### config.mk
export PLATFORM = sky130hd
export DESIGN_NAME = tap_sweep_ctrl
export DESIGN_NICKNAME = d
export VERILOG_FILES = /design/src/rtl/tsw_pkg.sv /design/src/rtl/tsw_settle_timer.sv /design/src/rtl/tsw_result_vec.sv /design/src/rtl/tsw_sequencer.sv /design/src/rtl/tap_sweep_ctrl.sv
export SDC_FILE = /design/constraint.sdc
export NUM_CORES = 1
export LEC_CHECK = 0
export BUFFER_PORTS_ARGS = -buffer_cell sky130_fd_sc_hd__buf_2
export CORE_ASPECT_RATIO = 0.75
export CORE_MARGIN = 2
export CORE_UTILIZATION = 59
export CTS_BUF_LIST = sky130_fd_sc_hd__clkbuf_8
export CTS_CLUSTER_DIAMETER = 80
export DETAILED_ROUTE_END_ITERATION = 8
export MAX_ROUTING_LAYER = met4
export PLACE_DENSITY = 0.85
export SYNTH_ARGS = -nofsm -noshare
export SYNTH_HDL_FRONTEND = slang
export SYNTH_HIERARCHICAL = 1
export SYNTH_SLANG_ARGS = --single-unit
### constraint.sdc
create_clock -name clk -period 8 [get_ports clk]
set_input_delay 0 -clock clk [delete_from_list [all_inputs] [get_ports clk]]
set_output_delay 0 -clock clk [all_outputs]
set_load 0.01 [all_outputs]
### src/rtl/tsw_pkg.sv
// Package: shared status codes, sequencer phases and mode decode for the
// tap sweep controller. Assumes a 2-bit bus mode code.
package tsw_pkg;

    typedef enum logic [1:0] {
        SW_OK    = 2'b00,
        SW_SKIP  = 2'b01,
        SW_NOTAP = 2'b10,
        SW_RANGE = 2'b11
    } sweep_status_e;

    typedef enum logic [1:0] {
        PH_IDLE,
        PH_PROBE,
        PH_SETTLE,
        PH_DONE
    } sweep_phase_e;

    localparam logic [1:0] MODE_FAST_A = 2'b10;
    localparam logic [1:0] MODE_FAST_B = 2'b11;

    // True when the bus mode needs a sampling sweep.
    function automatic logic mode_needs_sweep(input logic [1:0] m);
        return (m == MODE_FAST_A) || (m == MODE_FAST_B);
    endfunction

endpackage

### src/rtl/tsw_settle_timer.sv
// Settle timer: after a load it counts down so that expired is low for
// CYC-1 cycles and then high. Assumes CYC >= 1.
module tsw_settle_timer #(
    parameter int CYC = 50000
) (
    input  logic clk,
    input  logic rst_n,
    input  logic load,
    output logic expired
);
    localparam int CW = (CYC < 2) ? 1 : $clog2(CYC);

    logic [CW-1:0] cnt;

    // Load with CYC-1 on request, otherwise count down to zero.
    always_ff @(posedge clk) begin
        if (!rst_n) begin
            cnt <= '0;
        end else if (load) begin
            cnt <= CW'(CYC - 1);
        end else if (cnt != '0) begin
            cnt <= cnt - 1'b1;
        end
    end

    assign expired = (cnt == '0);
endmodule

### src/rtl/tsw_result_vec.sv
// Result vector: one flag per probe index. Cleared as a whole, written one
// bit at a time. Assumes idx < W whenever wr is high.
module tsw_result_vec #(
    parameter int W  = 32,
    parameter int IW = 5
) (
    input  logic          clk,
    input  logic          rst_n,
    input  logic          clr,
    input  logic          wr,
    input  logic [IW-1:0] idx,
    input  logic          bit_in,
    output logic [W-1:0]  vec
);
    for (genvar g = 0; g < W; g++) begin : g_bit
        logic flag;

        // Per-bit flag: clear has priority, then an indexed write.
        always_ff @(posedge clk) begin
            if (!rst_n || clr) begin
                flag <= 1'b0;
            end else if (wr && (idx == IW'(g))) begin
                flag <= bit_in;
            end
        end

        assign vec[g] = flag;
    end
endmodule

### src/rtl/tsw_sequencer.sv
// Sequencer: accepts a start request, screens mode and tap count, then
// steps 2*N probes with a tap counter that wraps at N. Assumes TAP_W <= 30.
module tsw_sequencer
    import tsw_pkg::*;
#(
    parameter int VEC_W = 32,
    parameter int TAP_W = 8,
    parameter int IDX_W = 5
) (
    input  logic             clk,
    input  logic             rst_n,
    input  logic             start,
    input  logic [TAP_W-1:0] tap_count,
    input  logic [1:0]       bus_mode,
    input  logic             probe_ack,
    input  logic             settle_done,
    output logic             probe_req,
    output logic [TAP_W-1:0] tap_sel,
    output logic [IDX_W-1:0] probe_idx,
    output logic             clr_results,
    output logic             rec_result,
    output logic             busy,
    output logic             done,
    output logic [1:0]       status
);
    sweep_phase_e  phase;
    sweep_status_e status_q;
    logic [TAP_W-1:0] n_q;
    logic [IDX_W-1:0] last_idx;
    logic [31:0]      two_n;
    logic             take;

    assign two_n = 32'(tap_count) << 1;
    assign take  = (phase == PH_IDLE) && start;

    // Phase, probe index, tap position and status bookkeeping.
    always_ff @(posedge clk) begin
        if (!rst_n) begin
            phase     <= PH_IDLE;
            probe_idx <= '0;
            tap_sel   <= '0;
            n_q       <= '0;
            last_idx  <= '0;
            status_q  <= SW_OK;
        end else begin
            case (phase)
                PH_IDLE: begin
                    if (start) begin
                        probe_idx <= '0;
                        tap_sel   <= '0;
                        n_q       <= tap_count;
                        last_idx  <= IDX_W'(two_n - 32'd1);
                        if (!mode_needs_sweep(bus_mode)) begin
                            status_q <= SW_SKIP;
                            phase    <= PH_DONE;
                        end else if (tap_count == '0) begin
                            status_q <= SW_NOTAP;
                            phase    <= PH_DONE;
                        end else if (two_n >= 32'(VEC_W)) begin
                            status_q <= SW_RANGE;
                            phase    <= PH_DONE;
                        end else begin
                            phase <= PH_PROBE;
                        end
                    end
                end
                PH_PROBE: begin
                    if (probe_ack) begin
                        if (probe_idx == last_idx) begin
                            status_q <= SW_OK;
                            phase    <= PH_DONE;
                        end else begin
                            phase <= PH_SETTLE;
                        end
                    end
                end
                PH_SETTLE: begin
                    if (settle_done) begin
                        probe_idx <= probe_idx + 1'b1;
                        tap_sel   <= (tap_sel == n_q - 1'b1) ? '0 : tap_sel + 1'b1;
                        phase     <= PH_PROBE;
                    end
                end
                default: begin
                    phase <= PH_IDLE;
                end
            endcase
        end
    end

    // Decoded strobes and outputs from the current phase.
    always_comb begin
        probe_req   = (phase == PH_PROBE);
        rec_result  = (phase == PH_PROBE) && probe_ack;
        clr_results = take;
        busy        = (phase != PH_IDLE);
        done        = (phase == PH_DONE);
        status      = status_q;
    end
endmodule

### src/rtl/tap_sweep_ctrl.sv
// Top: sampling tap sweep controller. Ties the sequencer to the settle timer
// and the two probe-indexed result vectors. Assumes SETTLE_CYC >= 1 and
// VEC_W >= 2.
module tap_sweep_ctrl #(
    parameter int VEC_W      = 32,
    parameter int TAP_W      = 8,
    parameter int CMP_W      = 32,
    parameter int SETTLE_CYC = 50000
) (
    input  logic             clk,
    input  logic             rst_n,
    input  logic             start,
    input  logic [TAP_W-1:0] tap_count,
    input  logic [1:0]       bus_mode,
    output logic             probe_req,
    output logic [TAP_W-1:0] tap_sel,
    input  logic             probe_ack,
    input  logic             probe_cmd_ok,
    input  logic [CMP_W-1:0] probe_cmp_word,
    output logic             busy,
    output logic             done,
    output logic [1:0]       status,
    output logic [VEC_W-1:0] pass_vec,
    output logic [VEC_W-1:0] cmp_vec
);
    localparam int IDX_W = $clog2(VEC_W);

    logic [IDX_W-1:0] probe_idx;
    logic             clr_results;
    logic             rec_result;
    logic             settle_done;
    logic             cmp_match;

    assign cmp_match = (probe_cmp_word == '0);

    tsw_sequencer #(
        .VEC_W(VEC_W), .TAP_W(TAP_W), .IDX_W(IDX_W)
    ) u_seq (
        .clk(clk), .rst_n(rst_n), .start(start), .tap_count(tap_count),
        .bus_mode(bus_mode), .probe_ack(probe_ack), .settle_done(settle_done),
        .probe_req(probe_req), .tap_sel(tap_sel), .probe_idx(probe_idx),
        .clr_results(clr_results), .rec_result(rec_result), .busy(busy),
        .done(done), .status(status)
    );

    tsw_settle_timer #(
        .CYC(SETTLE_CYC)
    ) u_timer (
        .clk(clk), .rst_n(rst_n), .load(rec_result), .expired(settle_done)
    );

    tsw_result_vec #(
        .W(VEC_W), .IW(IDX_W)
    ) u_pass (
        .clk(clk), .rst_n(rst_n), .clr(clr_results), .wr(rec_result),
        .idx(probe_idx), .bit_in(probe_cmd_ok), .vec(pass_vec)
    );

    tsw_result_vec #(
        .W(VEC_W), .IW(IDX_W)
    ) u_cmp (
        .clk(clk), .rst_n(rst_n), .clr(clr_results), .wr(rec_result),
        .idx(probe_idx), .bit_in(cmp_match), .vec(cmp_vec)
    );
endmodule

==> results of run 1 <==
power groups by stage:
| stage | Sequential, mW | Combinational [mW] | Clock [mW] |
|---|---|---|---|
| floorplan | 0.634 | 0.309 | 0 |
| global placement | 0.644 | 0.358 | 0 |
| detailed placement | 0.647 | 0.380 | 0 |
| CTS | 0.635 | 0.386 | 0.331 |
| global route | 0.644 | 0.431 | 0.352 |
| finish | 0.636 | 0.391 | 0.324 |
cell usage after synthesis, drive strengths merged (3+ instances only):
library cell,n
o21a,4
dfxtp,110
clkbuf,11
nand2,169
inv,13
o21ai,5
o31ai,5
a211oi,6
buf,90
and4b,6
nor4,19
or3,3
mux2i,66
or4,7
xor2,12
nand4,7
nand2b,3
nor2b,14
o41ai,3
a21oi,20
nor2,35
a22oi,3
nand3,9
ha,5
and2,6
o211ai,3
xnor2,10
nor3,10
and4bb,6
o31a,11
worst paths after layout:
check,start,end,slack (ps),cells past startpoint
max,u_seq/phase[0],u_cmp/g_bit[9].flag,5050,7
min reg2reg,u_cmp/g_bit[20].flag,u_cmp/g_bit[20].flag,460,2
min,rst_n,u_timer/cnt[15],50,2
max reg2reg,u_seq/phase[0],u_cmp/g_bit[9].flag,5050,7
flip-flops by register name, indices dropped and copies added, names as in the netlist:
signal,flops
u_seq/tap_sel,8
u_seq/probe_idx,5
u_pass/g_bit.flag,32
u_seq/last_idx,5
u_seq/status,2
u_seq/phase,2
u_timer/cnt,16
u_seq/n_q,8
u_cmp/g_bit.flag,32
cell type report:
class / count / area [sq um] / area share (%)
clock buffers: 12 / 165 / 2.61
clock inverters: 4 / 28.8 / 0.455
inverters: 13 / 48.8 / 0.772
multi-input cells: 468 / 2980 / 47.2
flip-flops and latches: 110 / 2200 / 34.9
well taps: 132 / 165 / 2.61
repair buffers: 134 / 726 / 11.5
per-layer routing:
layer / up-vias / track usage [%] / part of all wire [%]
li1: 2387 / - / -
met5: - / - / 0
met3: 15 / 5.24 / 6.1
met2: 193 / 41.7 / 49
met4: 0 / 7.16 / 0.87
met1: 2330 / 30.4 / 44
timing repair:
action,CTS,global route
setup buffers,0,0
gates resized for setup,0,0
setup endpoints to repair,0,0
hold endpoints to repair,14,0
hold buffers,10,0
stage by stage:
stage | hold slack, ps | util, % | setup slack, ps | power, mW
3_3_place_gp | 252 | 62.1 | 5260 | 1.00
4_1_cts | 33.7 | 65.2 | 5050 | 1.35
3_5_place_dp | 262 | 62.1 | 5080 | 1.03
5_1_grt | 59.1 | 65.2 | 4700 | 1.43
2_1_floorplan | 136 | - | 5450 | 0.944
6_report | 49.6 | 65.2 | 5050 | 1.35
cell families after synthesis:
| family | Yosys count |
|---|---|
| AOI/OAI and AO/OA | 70 |
| adders and majority gates | 5 |
| DFF | 110 |
| xor gates and xnor gates | 22 |
| muxes | 66 |
| and+or+nand+nor | 305 |
| buffers and inverters | 114 |
==> out/qor.txt, run 1 <==
Synth cell types - 54
crit path kind - flip-flop to flip-flop
Clk network pwr share - 24.0%
post-place instance area - 0.00602 sq mm
H-tree Lvls - 3
clk buf depth - 2
fin crit share - 36.9%
fin. max-slew vios - 0
Worst-Margin Slew - 1020 ps
Compound-Gate Fraction of Synth Area - 8.49%
main flop type after synthesis - dfxtp_1
WP data required - 8280 ps
worst-path cell chain - nor2_1 > nand2_1 > inv_1 > nor2b_2 > buf_4 > nand2_1 > mux2i_1
minimum clock period - 2950 ps
number of synthesized flops with an enable pin - 0
largest family of logic cells by synthesized area - simple AND/OR/NAND/NOR gates
finished layout cell area - 0.00632 sq mm
cell area after synthesis - 0.00589 sq mm
Gate Count Post-Synth - 692
Internal Power - 876 uW
setup tns final - 0 ps
Initial Util - 60.8%
Boundary Pins - 124
slew margin rel. - 31.7%
global-route usage over all layers - 24.9%
Max Clock Skew - 13.7 ps
Detail Placement HPWL - 9.05 mm
First-pass DRT Iterations - 5
post-placement cell count - 847
initial antenna violation count - 0
Root Buffer - clkbuf_8
row cnt - 31
pwr dens - 214 mW/mm^2
CP max stage delay - 670 ps
syn nets - 744
Clock Pin Slew Worst Setup and Hold Paths - 100 ps
# nets final - 788
final setup violation count - 0
placer congestion estimate - 0.902
area share of the leading cell type in the synthesized netlist - 37.4%
Worst Hold Class - input port to flip-flop
commonest non-fill, non-tap cell in the layout - nand2_1
LEAKAGE - 3.05 nW
Vias/cell - 5.64
wire per inst - 15.0 um
Avg Inst Size Synth - 8.51 sq um
TritonCTS buffer count - 9
clk_lat worst skew - 370 ps
Crit Path Max Fanout - 33
first-pass GRT wire length - 21.7 mm
final hold violation count - 0
# DRC - 0
Core ar. - 0.00970 sq mm
simple-gate share of the synthesized area - 26.5%
CTS tree - done
number of global-route vias before repair - 4731
CTS sink count - 110
routed wire length - 13.1 mm
crit-path most repeated cell - nand2_1
maxcap violations - 0
Flop pwr share - 47.1%
Die Height - 90.5 um
Psw - 475 uW
status - completed
routed vias - 4925
1st-iter DRT viols - 281
most frequent cells in the layout - nand2_1 (169), buf_2 (122), dfxtp_1 (110)
largest net degree at the start of global routing - 34
RSZ-0062 raised after global routing - false
Non-Filler Instances - 873
most area-hungry cell type in the Yosys netlist - dfxtp_1
post-synthesis xor/xnor area fraction - 3.27%
antenna cell count - 0
Port Buffer Count - 122
WP data arrival - 3230 ps
Final ANT Viol Nets - 0
Crit. End Element - flip-flop
Synth Area in Adders - 1.06%
Async SR Flop Fraction - 0%
Area contributors post-synth - dfxtp_1 (37%), mux2i_1 (11%), nand2_1 (11%)
Crit-path slowest cell - nand2_1
post-synthesis sequential area ratio - 37.4%
combinational group share of total power - 29.0%
switch share - 35.2%
WP buf/inv - 2
Area Growth Syn to Fin - 7.24%
grt ovf - 0
yosys warns - 6
family with the most delay on the worst path - simple AND/OR/NAND/NOR gates
Peak VDD IR - 0.000116 V
mux share of post-synthesis cell area - 11.2%
FF+latch count, synth - 110
width of the chip - 119 um
Fmax - 339 MHz
layout cells sized above 1 - 21.2%
die area - 0.0108 sq mm
crit start category - flip-flop
filler instances - 816
Power figures use the tool's default switching activity.
==> inputs of run 2 (changes only) <==
- ABC_AREA: unset -> 1
- CORE_UTILIZATION: 59 -> 52
- PLACE_DENSITY: 0.85 -> 0.78
- clock period: 8 -> 2.6 ns (I/O delays scaled with it)
==> out/qor.txt, run 2 <==
global-route usage over all layers - 22.1%
Port Buffer Count - 122
Avg Inst Size Synth - 6.26 sq um
# DRC - 0
Worst Hold Class - input port to flip-flop
Final ANT Viol Nets - 0
H-tree Lvls - 3
layout cells sized above 1 - 16.5%
Crit. End Element - flip-flop
post-synthesis sequential area ratio - 33.2%
die area - 0.0137 sq mm
RSZ-0062 raised after global routing - false
count leader, synth - nand2_1
Fmax - 487 MHz
post-place instance area - 0.00689 sq mm
Max Clock Skew - 15.9 ps
maxcap violations - 0
Gate Count Post-Synth - 1060
Post CTS Setup Buffer Count - 0
synth cell count leaders - nand2_1 (241), nor2_1 (207), inv_1 (153)
row cnt - 35
Total Power - 5.03 mW
number of global-route vias before repair - 5296
Compound-Gate Fraction of Synth Area - 5.56%
CTS sink count - 110
slew margin rel. - 54.4%
Area Growth Syn to Fin - 9.34%
LEAKAGE - 3.60 nW
WP data arrival - 2330 ps
mux share of post-synthesis cell area - 0%
Clock Pin Slew Worst Setup and Hold Paths - 100 ps
initial antenna violation count - 0
Area contributors post-synth - dfxtp_1 (33%), nand2_1 (14%), nor2_1 (12%)
Async SR Flop Fraction - 0%
fin crit share - 78.9%
crit start category - flip-flop
First-pass DRT Iterations - 4
final hold violation count - 0
largest family of logic cells by synthesized area - simple AND/OR/NAND/NOR gates
Peak VDD IR - 0.000380 V
Crit-path slowest cell - dfxtp_1
largest net degree at the start of global routing - 33
area share of the leading cell type in the synthesized netlist - 33.2%
WP data required - 2880 ps
first-pass GRT wire length - 24.0 mm
syn nets - 1112
CTS tree - done
pwr dens - 694 mW/mm^2
TritonCTS buffer count - 9
Worst Hold Slack - 32.4 ps
Root Buffer - clkbuf_8
fin. max-slew vios - 0
# nets final - 1171
1st-iter DRT viols - 361
finished layout cell area - 0.00725 sq mm
Core ar. - 0.0123 sq mm
Vias/cell - 4.80
antenna cell count - 0
final setup violation count - 0
routed wire length - 14.4 mm
post-synthesis xor/xnor area fraction - 1.92%
commonest non-fill, non-tap cell in the layout - nand2_1
CP max stage delay - 330 ps
width of the chip - 134 um
setup tns final - 0 ps
Synth cell types - 39
yosys warns - 6
worst-path cell chain - inv_2 > ha_1 > nand2_4 > nor2_2 > nand2_2 > inv_2 > inv_1 > nor2_8 > nor2_8 > inv_6 > nand2_4 > nor2_4 > nand2_1 > nor2_1 > nor3b_2
status - completed
placer congestion estimate - 0.867
Initial Util - 53.7%
main flop type after synthesis - dfxtp_1
most frequent cells in the layout - nand2_1 (241), nor2_1 (204), inv_1 (155)
cell area after synthesis - 0.00663 sq mm
clk buf depth - 2
minimum clock period - 2050 ps
most area-hungry cell type in the Yosys netlist - dfxtp_1
routed vias - 6193
Detail Placement HPWL - 10.3 mm
Boundary Pins - 124
number of synthesized flops with an enable pin - 0
Crit Path Max Fanout - 10
biggest registers after layout - u_cmp/g_bit.flag (32), u_pass/g_bit.flag (32), u_timer/cnt (16)
Synth Area in Adders - 0.943%
clk_lat worst skew - 380 ps
wire per inst - 11.2 um
crit path kind - flip-flop to flip-flop
PostCTS Resize Cnt - 0
FF+latch count, synth - 110
Worst-Margin Slew - 680 ps
simple-gate share of the synthesized area - 39.4%
Die Height - 102 um
grt ovf - 0
[run 2: cell types whose count changed after synthesis, moves of 9 or more]
cell	before	now
nand3_1	9	108
nor2_2	0	9
buf_2	23	12
o31a_1	11	0
nor2b_1	14	0
a21oi_1	20	48
nor4_1	14	1
nand2_1	169	241
inv_1	13	153
mux2i_1	66	0
o21ai_0	3	12
nor2_1	35	207
[run 2: worst max-delay path, delay by kind of cell (launching register included)]
| family | cells | cell delay [ps] |
|---|---|---|
| simple gates | 10 | 1020 |
| flops | 1 | 330 |
| buf+inv | 4 | 380 |
| fa+ha+maj | 1 | 240 |
[run 2: report_power, final]
part / leakage (nW) / internal, mW / total [mW] / switching [mW]
sequential: 0.893 / 1.85 / 2.01 / 0.156
clock: 0.136 / 0.734 / 1.31 / 0.574
combinational: 2.57 / 0.631 / 1.72 / 1.09
[run 2: worst paths after layout]
check / from / endpoint / slack (ps) / depth (start not counted)
setup reg to reg: u_timer/cnt[0] / u_seq/probe_idx[4] / 550 / 15
setup / recovery: u_timer/cnt[0] / u_seq/probe_idx[4] / 550 / 15
hold / removal: probe_ack / u_seq/phase[0] / 30 / 4
hold reg to reg: u_seq/status[1] / u_seq/status[1] / 470 / 2
[run 2: cells by family (layout without fill, tap and decap cells)]
family	count (synthesis)	count (layout)
simple gates	605	605
buf+inv	256	320
flops	110	110
compound gates	71	71
xor+xnor	13	13
fa+ha+maj	5	5
[run 2: what timing repair did]
action / 4_1_cts / 5_1_grt
hold endpoints to repair: 23 / 0
hold buffers: 10 / 0
setup endpoints to repair: 0 / 0
[run 2: per-stage QoR]
step | cells | worst slack (ps) | util (%)
finish | 1290 | 547 | 58.7
detailed placement | 1264 | 517 | 55.8
CTS | 1290 | 516 | 58.7
floorplan | 1060 | 714 | -
global placement | 1264 | 577 | 55.8
global route | 1290 | 305 | 58.7
[run 2: layout make-up]
class,instances,area [sq um]
repair buffers,139,776
inverters,165,624
multi-input cells,694,3180
fillers,1204,5100
clock buffers,9,124
flip-flops and latches,110,2200
well taps,166,208
clock inverters,7,136
[run 2: routing by layer]
layer | share of wire, % | vias up | wire, um | GRT usage [%]
li1 | - | 3293 | - | -
met1 | 48 | 2686 | 6970 | 29.7
met2 | 44 | 202 | 6350 | 34.4
met3 | 6.9 | 12 | 1000 | 4.07
met4 | 0.88 | 0 | 127 | 5.91
met5 | 0 | - | 0 | -
